## src/rtl/alarm_pkg.sv

```systemverilog
// Shared constants and types for the alarm comparator.
// Field index order is also the write-select encoding of the field registers.
package alarm_pkg;
    localparam int NUM_FIELDS = 5;
    localparam int BYTE_W     = 8;
    localparam int RPT_W      = 5;

    typedef enum logic [2:0] {
        SEL_SEC   = 3'd0,
        SEL_MIN   = 3'd1,
        SEL_HOUR  = 3'd2,
        SEL_DATE  = 3'd3,
        SEL_MONTH = 3'd4,
        SEL_CTRL  = 3'd5
    } wsel_e;

    // Control byte bit positions
    localparam int CTRL_ABE_BIT = 6;
    localparam int CTRL_AFE_BIT = 7;
    localparam int CTRL_RSV_BIT = 5;

    // Defined repeat codes (bit 4 = RPT5)
    localparam logic [RPT_W-1:0] RPT_YEARLY  = 5'b00000;
    localparam logic [RPT_W-1:0] RPT_MONTHLY = 5'b10000;
    localparam logic [RPT_W-1:0] RPT_DAILY   = 5'b11000;
    localparam logic [RPT_W-1:0] RPT_HOURLY  = 5'b11100;
    localparam logic [RPT_W-1:0] RPT_MINUTE  = 5'b11110;
    localparam logic [RPT_W-1:0] RPT_SECOND  = 5'b11111;

    typedef logic [NUM_FIELDS-1:0][BYTE_W-1:0] fields_t;
    typedef logic [NUM_FIELDS-1:0]             fmask_t;

    // Significant BCD bits per field (second, minute, hour, date, month)
    function automatic int field_width(input int idx);
        case (idx)
            0, 1:    return 7;
            2, 3:    return 6;
            default: return 5;
        endcase
    endfunction

    function automatic logic [BYTE_W-1:0] width_mask(input int idx);
        return BYTE_W'((1 << field_width(idx)) - 1);
    endfunction
endpackage

```

## src/rtl/alarm_reg_bank.sv

```systemverilog
// Alarm setting registers: five BCD fields, repeat code and the two enables.
// Assumes one write per cycle; unused select codes are ignored.
module alarm_reg_bank
    import alarm_pkg::*;
(
    input  logic                clk,
    input  logic                rst_n,
    input  logic                wr_en,
    input  logic [2:0]          wr_sel,
    input  logic [BYTE_W-1:0]   wr_data,
    output fields_t             alm_fields,
    output logic [RPT_W-1:0]    rpt_code,
    output logic                afe,
    output logic                abe
);
    generate
        for (genvar i = 0; i < NUM_FIELDS; i++) begin : g_field
            // Hold one alarm field, loaded when its select is written
            always_ff @(posedge clk) begin
                if (!rst_n)
                    alm_fields[i] <= '0;
                else if (wr_en && (wr_sel == 3'(i)))
                    alm_fields[i] <= wr_data;
            end
        end
    endgenerate

    // Hold the repeat code and the enables
    always_ff @(posedge clk) begin
        if (!rst_n) begin
            rpt_code <= RPT_YEARLY;
            afe      <= 1'b0;
            abe      <= 1'b0;
        end else if (wr_en && (wr_sel == SEL_CTRL)) begin
            rpt_code <= wr_data[RPT_W-1:0];
            abe      <= wr_data[CTRL_ABE_BIT];
            afe      <= wr_data[CTRL_AFE_BIT];
        end
    end

    AST_CTRL_RSV_ZERO: assert property (@(posedge clk) disable iff (!rst_n)
        (wr_en && (wr_sel == SEL_CTRL)) |-> !wr_data[CTRL_RSV_BIT]);

    AST_CTRL_LOADS: assert property (@(posedge clk) disable iff (!rst_n)
        (wr_en && (wr_sel == SEL_CTRL)) |=> (afe == $past(wr_data[CTRL_AFE_BIT])));
endmodule

```

## src/rtl/alarm_match_cmp.sv

```systemverilog
// Combinational comparator: decodes the repeat code into a field mask and
// compares the width-masked BCD fields. Undefined codes compare nothing.
module alarm_match_cmp
    import alarm_pkg::*;
(
    input  fields_t          now_fields,
    input  fields_t          alm_fields,
    input  logic [RPT_W-1:0] rpt_code,
    output logic             hit
);
    fmask_t eq;
    fmask_t sel;

    generate
        for (genvar i = 0; i < NUM_FIELDS; i++) begin : g_cmp
            localparam logic [BYTE_W-1:0] WM = width_mask(i);
            assign eq[i] = ((now_fields[i] & WM) == (alm_fields[i] & WM));
        end
    endgenerate

    // Decode which fields take part in the match
    always_comb begin
        case (rpt_code)
            RPT_YEARLY:  sel = 5'b11111;
            RPT_MONTHLY: sel = 5'b01111;
            RPT_DAILY:   sel = 5'b00111;
            RPT_HOURLY:  sel = 5'b00011;
            RPT_MINUTE:  sel = 5'b00001;
            default:     sel = 5'b00000;
        endcase
    end

    // Match when every selected field agrees
    always_comb begin
        hit = &(eq | ~sel);
    end
endmodule

```

## src/rtl/alarm_irq_ctrl.sv

```systemverilog
// Alarm flag and interrupt state. The flag is set on a matching tick and
// cleared after a flag read; the interrupt is released by the read itself.
// A new interrupt is held pending while the pointer sits on FLAG_ADDR.
module alarm_irq_ctrl #(
    parameter int              PTR_W     = 6,
    parameter logic [PTR_W-1:0] FLAG_ADDR = PTR_W'(15)
) (
    input  logic             clk,
    input  logic             rst_n,
    input  logic             tick,
    input  logic             hit,
    input  logic             flag_rd,
    input  logic [PTR_W-1:0] ptr,
    input  logic             backup,
    input  logic             afe,
    input  logic             abe,
    output logic             irq_n,
    output logic             flag_q
);
    logic event_w;
    logic arm_w;
    logic at_flag;
    logic active_q;
    logic pending_q;

    assign event_w = tick && hit;
    assign arm_w   = event_w && afe && (!backup || abe);
    assign at_flag = (ptr == FLAG_ADDR);
    assign irq_n   = !active_q;

    // Alarm flag: a new match wins over a clearing read
    always_ff @(posedge clk) begin
        if (!rst_n)
            flag_q <= 1'b0;
        else if (event_w)
            flag_q <= 1'b1;
        else if (flag_rd)
            flag_q <= 1'b0;
    end

    // Interrupt drive and deferral while the pointer rests on the flag address
    always_ff @(posedge clk) begin
        if (!rst_n) begin
            active_q  <= 1'b0;
            pending_q <= 1'b0;
        end else begin
            if (flag_rd) begin
                active_q  <= 1'b0;
                pending_q <= 1'b0;
            end else if (pending_q && !at_flag) begin
                active_q  <= 1'b1;
                pending_q <= 1'b0;
            end
            if (arm_w) begin
                if (at_flag)
                    pending_q <= 1'b1;
                else
                    active_q  <= 1'b1;
            end
        end
    end

    AST_IRQ_HAS_FLAG: assert property (@(posedge clk) disable iff (!rst_n)
        !irq_n |-> flag_q);

    AST_FLAG_NEEDS_TICK: assert property (@(posedge clk) disable iff (!rst_n)
        $rose(flag_q) |-> $past(tick));

    AST_FLAG_HOLDS: assert property (@(posedge clk) disable iff (!rst_n)
        (flag_q && !flag_rd) |=> flag_q);

    AST_READ_RELEASES: assert property (@(posedge clk) disable iff (!rst_n)
        (flag_rd && !event_w) |=> (irq_n && !flag_q));

    AST_DEFER_ON_FLAG: assert property (@(posedge clk) disable iff (!rst_n)
        $fell(irq_n) |-> ($past(ptr) != FLAG_ADDR));

    AST_BACKUP_ENABLES: assert property (@(posedge clk) disable iff (!rst_n)
        ($fell(irq_n) && !$past(pending_q)) |->
            ($past(afe) && (!$past(backup) || $past(abe))));
endmodule

```

## src/rtl/alarm_match_unit.sv

```systemverilog
// Top of the alarm unit: register bank, comparator and interrupt control.
// Assumes the time inputs are stable around the one-second tick.
module alarm_match_unit
    import alarm_pkg::*;
#(
    parameter int               PTR_W     = 6,
    parameter logic [PTR_W-1:0] FLAG_ADDR = PTR_W'(15)
) (
    input  logic               clk,
    input  logic               rst_n,
    input  logic               sec_tick,
    input  logic [BYTE_W-1:0]  now_sec,
    input  logic [BYTE_W-1:0]  now_min,
    input  logic [BYTE_W-1:0]  now_hour,
    input  logic [BYTE_W-1:0]  now_date,
    input  logic [BYTE_W-1:0]  now_month,
    input  logic               wr_en,
    input  logic [2:0]         wr_sel,
    input  logic [BYTE_W-1:0]  wr_data,
    input  logic               flag_rd,
    input  logic [PTR_W-1:0]   reg_ptr,
    input  logic               on_battery,
    output logic               irq_n,
    output logic               alarm_flag
);
    fields_t          now_fields;
    fields_t          alm_fields;
    logic [RPT_W-1:0] rpt_code;
    logic             afe;
    logic             abe;
    logic             hit;

    assign now_fields = {now_month, now_date, now_hour, now_min, now_sec};

    alarm_reg_bank u_regs (
        .clk        (clk),
        .rst_n      (rst_n),
        .wr_en      (wr_en),
        .wr_sel     (wr_sel),
        .wr_data    (wr_data),
        .alm_fields (alm_fields),
        .rpt_code   (rpt_code),
        .afe        (afe),
        .abe        (abe)
    );

    alarm_match_cmp u_cmp (
        .now_fields (now_fields),
        .alm_fields (alm_fields),
        .rpt_code   (rpt_code),
        .hit        (hit)
    );

    alarm_irq_ctrl #(
        .PTR_W     (PTR_W),
        .FLAG_ADDR (FLAG_ADDR)
    ) u_irq (
        .clk     (clk),
        .rst_n   (rst_n),
        .tick    (sec_tick),
        .hit     (hit),
        .flag_rd (flag_rd),
        .ptr     (reg_ptr),
        .backup  (on_battery),
        .afe     (afe),
        .abe     (abe),
        .irq_n   (irq_n),
        .flag_q  (alarm_flag)
    );

    AST_SECOND_CODE_FIRES: assert property (@(posedge clk) disable iff (!rst_n)
        (sec_tick && (rpt_code == RPT_SECOND)) |=> alarm_flag);
endmodule

```

## config.mk

```make
export PLATFORM = sky130hd
export DESIGN_NAME = alarm_match_unit
export DESIGN_NICKNAME = d
export VERILOG_FILES = /design/src/rtl/alarm_pkg.sv /design/src/rtl/alarm_reg_bank.sv /design/src/rtl/alarm_match_cmp.sv /design/src/rtl/alarm_irq_ctrl.sv /design/src/rtl/alarm_match_unit.sv
export SDC_FILE = /design/constraint.sdc
export NUM_CORES = 1
export LEC_CHECK = 0
export ABC_AREA = 1
export BUFFER_PORTS_ARGS = -buffer_cell sky130_fd_sc_hd__buf_2
export CELL_PAD_IN_SITES_DETAIL_PLACEMENT = 1
export CELL_PAD_IN_SITES_GLOBAL_PLACEMENT = 2
export CORE_MARGIN = 2
export CORE_UTILIZATION = 26
export DETAILED_ROUTE_END_ITERATION = 8
export PLACE_DENSITY = 0.91
export SETUP_SLACK_MARGIN = 0.15
export SKIP_LAST_GASP = 1
export SYNTH_ARGS = -nofsm -noshare
export SYNTH_HDL_FRONTEND = slang
export SYNTH_SLANG_ARGS = --single-unit
export TNS_END_PERCENT = 5
```

## constraint.sdc

```tcl
create_clock -name clk -period 1.2 [get_ports clk]
set_input_delay 0 -clock clk [delete_from_list [all_inputs] [get_ports clk]]
set_output_delay 0 -clock clk [all_outputs]
set_load 0.02 [all_outputs]
```

---- Word level (Yosys, flattened, before mapping) ----
Cells that the tools add are included.
word-level totals
  flip-flop bits (word level) ............. 41
  output and inout port bits .............. 2
operators by class
  equality and inequality tests ........... 15
  multiplexer cells ....................... 11
  bitwise operators ....................... 2
  reductions and logical operators ........ 18
operators by type and width
  kind                count
  $pmux 5 s5          1
  $eq 5x5->1 const B  4
  $eq 7x7->1          2
  $eq 6x6->1          2
  $logic_and 1x1->1   10
  $mux 1              10
  $eq 3x2->1 const B  2
  $eq 3x3->1 const B  2
  $eq 6x4->1 const B  1
  $eq 5x5->1          1
  $logic_not 5->1     1
  $not 5->5           1
  $or 5x5->5          1
  $reduce_and 5->1    1
  $eq 3x1->1 const B  1
  $logic_not 1->1     3
  $logic_not 3->1     1
  $reduce_bool 2->1   1
  $logic_or 1x1->1    1

---- Longest topological paths before layout ----
Gate-level depths: netlist (run 1).
  depth in word-level cells ............... 9
  gate-level depth with buffers ........... 10
  mapped depth without buffers ............ 10

---- Cells and area by module ----
From an unflattened synthesis (run 1), not the netlist that was laid out.
second synthesis, totals
  cell total of the unflattened synthesis .. 465
  area, all modules ....................... 2748.9 um2
by module, submodules not included
  module           instances  cells an instance  area an instance (um2)  sequential area each (um2)
  alarm_reg_bank   1          276                1918.1                  940.9
  alarm_match_cmp  1          164                679.4                   0.0
  alarm_irq_ctrl   1          25                 151.4                   60.1

---- Worst setup path after synthesis (run 1) ----
Ideal clock, no wire load.
  path type ............................... register -> register
  from .................................... reg u_regs.alm_fields[9] (netlist bit)
  to ...................................... reg u_irq.active_q
  library setup time ...................... 0.070 ns
  arrival time ............................ 0.999 ns
  data required time ...................... 1.130 ns
  path slack .............................. 0.131 ns
  cell stages (with the launch flop) ...... 11
  period minus slack after synthesis ...... 1.069 ns
  cell sequence ........................... dfxtp_1 -> inv_1 -> nand2_1 -> nand2_1 -> nor2_1 -> nand2_1 -> nor2_2 -> nor2_1 -> nor2_2 -> nand3_2 -> a21oi_1
between the ends
  cells in the longest elaborated chain, start to end .. 7
RTL lines
  element                            line                   text
  from (decl)                        alarm_reg_bank.sv:11   output fields_t alm_fields,
  from (signal, indexed assignment)  alarm_reg_bank.sv:23   alm_fields[i] <= wr_data;
  $eq 7x7->1                         alarm_match_cmp.sv:17  assign eq[i] = ((now_fields[i] & WM) == (alm_fields[i] & WM));
  $or 5x5->5                         alarm_match_cmp.sv:35  hit = &(eq | ~sel);
  $reduce_and 5->1                   alarm_match_cmp.sv:35
  $logic_and 1x1->1                  alarm_irq_ctrl.sv:26   assign event_w = tick && hit;
  $logic_and 1x1->1 (2 in a row)     alarm_irq_ctrl.sv:27   assign arm_w = event_w && afe && (!backup || abe);
  $mux 1                             alarm_irq_ctrl.sv:54   if (arm_w) begin
  to (signal assigned)               alarm_irq_ctrl.sv:44   active_q <= 1'b0;
  to (signal assigned)               alarm_irq_ctrl.sv:51   active_q <= 1'b1;
  to (signal assigned)               alarm_irq_ctrl.sv:58   active_q <= 1'b1;
  to (decl)                          alarm_irq_ctrl.sv:23   logic active_q;
No other way between the ends.
A chain may end at the register's enable or synchronous reset.

---- Final worst setup path (run 1) ----
  from .................................... reg u_regs.alm_fields[11] (netlist bit)
  to ...................................... reg u_irq.active_q
The elaborated chain is that of the path after synthesis.

==> results of run 1 <==
==> what timing repair did <==
item / in CTS / in global routing
pin swaps: 0 / 9
hold buffers: 5 / 0
setup endpoints to repair: 3 / 3
gates resized for setup: 2 / 10
hold endpoints to repair: 4 / 0
==> through the flow <==
stage | power [W] | hold WS (ns)
2_1_floorplan | 0.00170 | 0.135
3_3_place_gp | 0.00188 | 0.271
3_5_place_dp | 0.00190 | 0.271
4_1_cts | 0.00284 | 0.00667
5_1_grt | 0.00297 | 0.0177
6_report | 0.00279 | 0.0135
==> power by group through the flow <==
| stage | sequential [W] | combinational, W | clock, W |
|---|---|---|---|
| after floorplan | 0.00146 | 0.000247 | 0 |
| after detailed placement | 0.00146 | 0.000437 | 0 |
| after CTS | 0.00143 | 0.000454 | 0.000957 |
| after global routing | 0.00144 | 0.000523 | 0.00101 |
| final | 0.00143 | 0.000450 | 0.000911 |
| after global placement | 0.00146 | 0.000423 | 0 |
==> critical path: cells and delay by family (launching register included) <==
kind            cells  cell delay [ns]
simple gates        8             0.71
buf+inv             1             0.04
compound gates      1             0.16
flops               1             0.34
==> sequential cells by signal, summed over array words and instances, names as in the netlist <==
signal and cells:
u_irq.active_q 1, u_regs.abe 1, u_regs.afe 1, u_irq.flag_q 1, u_irq.pending_q 1, u_regs.alm_fields 31, u_regs.rpt_code 5
==> final cells by class <==
class                      instances  area, um^2  share of cell area [%]
multi-input combinational        230        1050                    38.5
sequential                        41         826                    30.2
timing repair buffer              65         375                    13.7
inverter                          70         263                    9.60
tap                              105         131                    4.80
clock buffer                       5        68.8                    2.51
clock inverter                     3        17.5                   0.640
==> metal layers <==
metal / GRT usage [%] / part of all wire (%) / up-vias
li1: - / - / 1188
met1: 17.2 / 45 / 1048
met2: 26.8 / 50 / 39
met3: 3.40 / 4.1 / 7
met4: 4.76 / 1.4 / 0
met5: 0 / 0 / -
==> placed cells by master (no fill, tap or decap) <==
cell | netlist | layout
sky130_fd_sc_hd__buf_4 | 0 | 4
sky130_fd_sc_hd__dlygate4sd3_1 | 0 | 5
sky130_fd_sc_hd__nand4_1 | 1 | 1
sky130_fd_sc_hd__inv_2 | 3 | 5
sky130_fd_sc_hd__nand3_2 | 1 | 2
sky130_fd_sc_hd__a21oi_2 | 0 | 1
sky130_fd_sc_hd__dfxtp_2 | 0 | 4
sky130_fd_sc_hd__clkinv_2 | 0 | 2
sky130_fd_sc_hd__nand2_1 | 91 | 91
sky130_fd_sc_hd__clkbuf_8 | 0 | 5
sky130_fd_sc_hd__nand3_1 | 6 | 5
sky130_fd_sc_hd__nor3_1 | 4 | 4
sky130_fd_sc_hd__a21oi_1 | 32 | 31
sky130_fd_sc_hd__xor2_1 | 1 | 1
sky130_fd_sc_hd__o21ai_1 | 1 | 1
sky130_fd_sc_hd__nor3_2 | 1 | 1
sky130_fd_sc_hd__o21ai_0 | 39 | 39
sky130_fd_sc_hd__nor2_2 | 4 | 8
sky130_fd_sc_hd__buf_2 | 3 | 55
sky130_fd_sc_hd__clkinvlp_4 | 0 | 1
sky130_fd_sc_hd__nor2_4 | 1 | 1
sky130_fd_sc_hd__a21boi_1 | 1 | 1
sky130_fd_sc_hd__dfxtp_1 | 41 | 37
sky130_fd_sc_hd__xnor2_1 | 5 | 5
sky130_fd_sc_hd__inv_1 | 67 | 65
sky130_fd_sc_hd__nor2_1 | 41 | 37
sky130_fd_sc_hd__buf_12 | 0 | 1
sky130_fd_sc_hd__o31ai_1 | 1 | 1
==> cells by family (layout without fill, tap and decap cells) <==
kind of cell           after synthesis  in the layout  share of synthesized area, %
flip-flops                          41             41                          37.8
AND/OR/NAND/NOR                    150            150                          28.0
buffers and inverters               79            143                          14.5
XOR/XNOR                             6              6                          2.42
AO/OA/AOI/OAI                       74             74                          17.3
==> final timing paths <==
check / to / depth (start not counted)
hold reg to reg: u_regs.afe / 2
setup / recovery: u_irq.active_q / 10
setup reg to reg: u_irq.active_q / 10
hold / removal: u_regs.alm_fields[5] / 3
==> metrics.txt, run 1 <==
count of flip-flops with a built-in enable after synthesis=0; Chip Height=95.4 um; biggest area consumer among synthesized cells=sky130_fd_sc_hd__dfxtp_1; standby leakage power=1.31 nW; share of power burned in the clock network=32.6%; Area growth, synth to finish=26.0%; pre-CTS setup slack=-0.0964 ns; Synth async-reset ratio=0%; total number of vias=2282; fin worst setup slack=-0.114 ns; clk_lat worst skew=0.29 ns; worst path arrival time=1.54 ns; fraction of layout cells with a size suffix above 1=21.7%; nets@finish=476; logic gate share of total power=16.1%; outcome=finished with violations; Worst Max-Slew Pin Slew=0.368 ns; Switching Share=28.3%; Setup CP Type=reg2reg; portion of the post-synthesis area used by sequential elements=37.8%; net switching power=0.000790 W; Boundary Pins=65; cell at the root of the clock tree=sky130_fd_sc_hd__clkbuf_8; worst-case register-to-register setup slack=-0.11 ns; number of endpoints failing setup at the final stage=3; maximum achievable frequency=761 MHz; Die Area=9100 um^2; vias in the first global route=2345; CTS buffer count=5; DP Area=2580 um^2; final instance count without filler cells=519; overall fraction of global-route tracks in use=14.8%; count of yosys warnings during synthesis=0; design internal power=0.00200 W; clock tree buffer depth=2; Std-Cell Rows=33; cell types with the highest counts after synthesis=sky130_fd_sc_hd__nand2_1 (91), sky130_fd_sc_hd__inv_1 (67), sky130_fd_sc_hd__dfxtp_1 (41), sky130_fd_sc_hd__nor2_1 (41), sky130_fd_sc_hd__o21ai_0 (39); Required @ worst endpoint=1.43 ns; post-layout min period=1.31 ns; DRC Markers=0; Hold Crit Start=wr_data[5]; top cells by area, synth=sky130_fd_sc_hd__dfxtp_1 (38%), sky130_fd_sc_hd__nand2_1 (16%), sky130_fd_sc_hd__inv_1 (12%); nature of the critical path startpoint=flip-flop; average via count per standard cell=4.40; Pins Over Slew Limit=0; number of nets produced by synthesis=413; Max Clock Skew=0.00305 ns; Std-Cell Core Area=8180 um^2; post-CTS setup buffer count=0; leading cell type by number of instances after synthesis=sky130_fd_sc_hd__nand2_1; design area=2740 um^2; instance count after placement with tap cells included=506; post-synthesis cell count=350; sequential fraction of design power=51.2%; #FFs+latches synth=41; Iteration-0 DRC Markers=61; critical-path maximum fanout=2; total grt overflow=0; routed wire length=6180 um; total number of H-tree levels=2; fraction of the core area covered by cells at the end of the flow=33.5%; clock transition at the register clock pins on the worst setup and hold paths after CTS=0.08 ns; filler cell count in the final layout=1103; failing checks=negative setup slack; syn_area_per_cell=6.21 um^2; post-synthesis cell type count=23; Antenna Violating Nets Remaining=0; top cell type's share of synthesized area=37.8%; Slowest-stage cell, CP=sky130_fd_sc_hd__dfxtp_2; startpoint of the worst-slack reg-to-reg timing path=u_regs.alm_fields[11]; clock tree from TritonCTS=built; Port Buf Inserts=55; endpoint type of the worst setup path=flip-flop; Avg WL per Cell=11.9 um; First-pass DRT Iterations=4; die width=95.4 um; type of the worst min-delay path=in2reg; Initial Utilization=26.6%; count of antenna diodes in the layout=0; initial antenna violation count=0; Final Hold Viols=0; post-route clock period utilization=110%; CP cell instances=inv_2 -> nand2_1 -> nand2_1 -> nor2_1 -> nand2_1 -> nor2_2 -> nor2_2 -> nor2_2 -> nand3_2 -> a21oi_2; max cap viols=0; wire length of the first global-routing pass=10400 um; Slew headroom=75.5%; Detailed Place HPWL=4730 um; dominant synthesized flop cell=sky130_fd_sc_hd__dfxtp_1; Crit. Startpoint=u_regs.alm_fields[11]; IR Drop Worst-Case VDD=0.434 mV; setup repair after global routing missed its margin=yes; pin count of the biggest net entering global routing=42; largest stage delay on the critical path=0.34 ns; synthesized area=2170 um^2; Setup Total Neg Slack=-0.218 ns; power density relative to cell area=1020 nW/um^2; clock sinks=41; global placer's final weighted congestion=0.818
Note: power is estimated with default switching activity, not from simulation.
==> run 2: changes to the inputs <==
Settings changed: CTS_BUF_LIST set to sky130_fd_sc_hd__clkbuf_16, SLEW_MARGIN set to 5.
==> run 2 against run 1 <==
The flow still finishes with violations (negative setup slack). Critical path depth unchanged. Combinational power decreased by 2%. Clock skew down 0.0011 ns. Highest routed layer unchanged. Clock power increased by 46%. Total power grew 15%. Sequential cell count stayed put.
==> metrics.txt, run 2 (synthesis gave the netlist of run 1 again) <==
outcome=finished with violations; failing checks=negative setup slack; Required @ worst endpoint=1.42 ns (about the same); clock sinks=41 (unchanged); R2R cell count=10 (unchanged); vias in the first global route=2356 (+0.47%); Crit. Startpoint=u_regs.alm_fields[11]; Initial Utilization=26.6% (unchanged); post-route clock period utilization=107% (-2.1 points); Std-Cell Core Area=8180 um^2 (unchanged); wire length of the first global-routing pass=10400 um (+0.27%); Chip Height=95.4 um (unchanged); initial antenna violation count=0 (unchanged); instance count after placement with tap cells included=506 (unchanged); post-layout min period=1.29 ns (-0.0251 ns); total grt overflow=0 (unchanged); Port Buf Inserts=55 (unchanged); routed wire length=6190 um (about the same); type of the worst min-delay path=in2reg; worst-case register-to-register setup slack=-0.09 ns (+0.03 ns); standby leakage power=1.33 nW (+1.0%); CTS buffer count=5 (unchanged); clock tree buffer depth=2 (unchanged); final instance count without filler cells=516 (-0.58%); clock tree from TritonCTS=built; Std-Cell Rows=33 (unchanged); Setup CP Type=reg2reg; leading cell types in the layout, fill and taps excluded=sky130_fd_sc_hd__nand2_1 (91), sky130_fd_sc_hd__inv_1 (65), sky130_fd_sc_hd__buf_2 (55), sky130_fd_sc_hd__o21ai_0 (39); Slew headroom=76.0% (+0.57 points); max cap viols=0 (unchanged); clk_lat worst skew=0.28 ns (about the same); count of antenna diodes in the layout=0 (unchanged); critical-path maximum fanout=2 (unchanged); Detailed Place HPWL=4730 um (unchanged); pin count of the biggest net entering global routing=42 (unchanged); endpoint type of the worst setup path=flip-flop; Final Hold Viols=0 (unchanged); die width=95.4 um (unchanged); startpoint of the worst-slack reg-to-reg timing path=u_regs.alm_fields[11]; fin worst setup slack=-0.0889 ns (+0.0251 ns); nets@finish=473 (-0.63%); Boundary Pins=65 (unchanged); worst path arrival time=1.51 ns (-0.03 ns); DRC Markers=0 (unchanged); total number of vias=2248 (-1.5%); Max Clock Skew=0.00195 ns (-0.00111 ns); maximum achievable frequency=776 MHz (+1.9%); Area growth, synth to finish=27.4%; setup repair after global routing missed its margin=yes; First-pass DRT Iterations=4 (unchanged); Worst Max-Slew Pin Slew=0.359 ns (-0.00848 ns); Antenna Violating Nets Remaining=0 (unchanged); total number of H-tree levels=2 (unchanged); Hold Slack=0.00147 ns (-0.0120 ns); overall fraction of global-route tracks in use=15.0% (+0.18 points); registers with the most flip-flops=u_regs.alm_fields: 31 flops, u_regs.rpt_code: 5 flops; worst setup path endpoint=u_irq.active_q; Die Area=9100 um^2 (unchanged); Pins Over Slew Limit=0 (unchanged); clock transition at the register clock pins on the worst setup and hold paths after CTS=0.06 ns (-0.02 ns); average via count per standard cell=4.36 (-0.92%); number of endpoints failing setup at the final stage=3 (unchanged); Largest Register=u_regs.alm_fields; Avg WL per Cell=12.0 um (+0.65%); most common cell after layout, fill and taps aside=sky130_fd_sc_hd__nand2_1; number of flip-flops under the largest register name=31 (unchanged); nature of the critical path startpoint=flip-flop; power density relative to cell area=1160 nW/um^2 (+13%); global placer's final weighted congestion=0.818 (unchanged); cell at the root of the clock tree=sky130_fd_sc_hd__clkbuf_16; R2R Path End=u_irq.active_q; Iteration-0 DRC Markers=64 (+4.9%); fraction of layout cells with a size suffix above 1=22.1% (+0.40 points); IR Drop Worst-Case VDD=0.505 mV (+16%); post-CTS setup buffer count=0 (unchanged)
-- run 2: final cells by class --
cell class	instances	area, um^2
Tap cell	105	131
Clock buffer	5	125
Sequential cell	41	826
Inverter	70	263
Multi-Input combinational cell	230	1060
Clock inverter	3	17.5
Timing Repair Buffer	62	345
Fill cell	1089	5410
-- run 2: per-stage QoR --
stage / setup TNS (ns) / power [W] / util, % / area (um^2) / setup WS, ns
floorplan: 0 / 0.00170 / - / 2170 / 0.133
global route: -0.589 / 0.00337 / 33.8 / 2770 / -0.214
detailed placement: -0.174 / 0.00190 / 31.5 / 2580 / -0.0964
global placement: -0.0223 / 0.00188 / 31.5 / 2580 / -0.0118
finish: -0.186 / 0.00320 / 33.8 / 2770 / -0.0889
CTS: -0.179 / 0.00324 / 33.5 / 2740 / -0.0981
-- run 2: report_power, final --
| part | switching [W] | internal (W) |
|---|---|---|
| registers | 0.0000235 | 0.00141 |
| clock network | 0.000563 | 0.000763 |
| logic | 0.000256 | 0.000186 |
-- run 2: worst min-delay path by stage --
stage	from	endpoint	slack, ns	cells after the start
finish	wr_data[7]	u_regs.afe	0.001	3
global route	wr_data[7]	u_regs.afe	0.01	3
CTS	wr_data[7]	u_regs.afe	0.0004	3
detailed placement	reg_ptr[4]	u_irq.pending_q	0.27	4
global placement	reg_ptr[4]	u_irq.pending_q	0.27	4
floorplan	wr_data[5]	u_regs.alm_fields[29]	0.13	2
-- run 2: what timing repair did --
action	CTS	global route
cloned	0	0
endpoints found under the setup margin	3	3
hold buffers	2	0
hold endpoints to repair	1	0
pin swaps	0	9
gates resized for setup	1	12
-- run 2: critical path, cell delays in order, from the launching register on --
cell	delay, ns
sky130_fd_sc_hd__dfxtp_2	0.33
sky130_fd_sc_hd__inv_2	0.04
sky130_fd_sc_hd__nand2_1	0.05
sky130_fd_sc_hd__nand2_1	0.05
sky130_fd_sc_hd__nor2_1	0.11
sky130_fd_sc_hd__nand2_1	0.07
sky130_fd_sc_hd__nor2_2	0.16
sky130_fd_sc_hd__nor2_2	0.06
sky130_fd_sc_hd__nor2_2	0.13
sky130_fd_sc_hd__nand3_2	0.10
sky130_fd_sc_hd__a21oi_2	0.14
-- run 2: metal layers --
layer | wire length [um] | up-vias | global-route usage, % | part of all wire [%]
met5 | 0 | - | 0 | 0
met3 | 228 | 9 | 3.24 | 3.7
met4 | 149 | 0 | 5.71 | 2.4
li1 | - | 1183 | - | -
met2 | 3030 | 36 | 27.2 | 49
met1 | 2780 | 1020 | 17.0 | 45
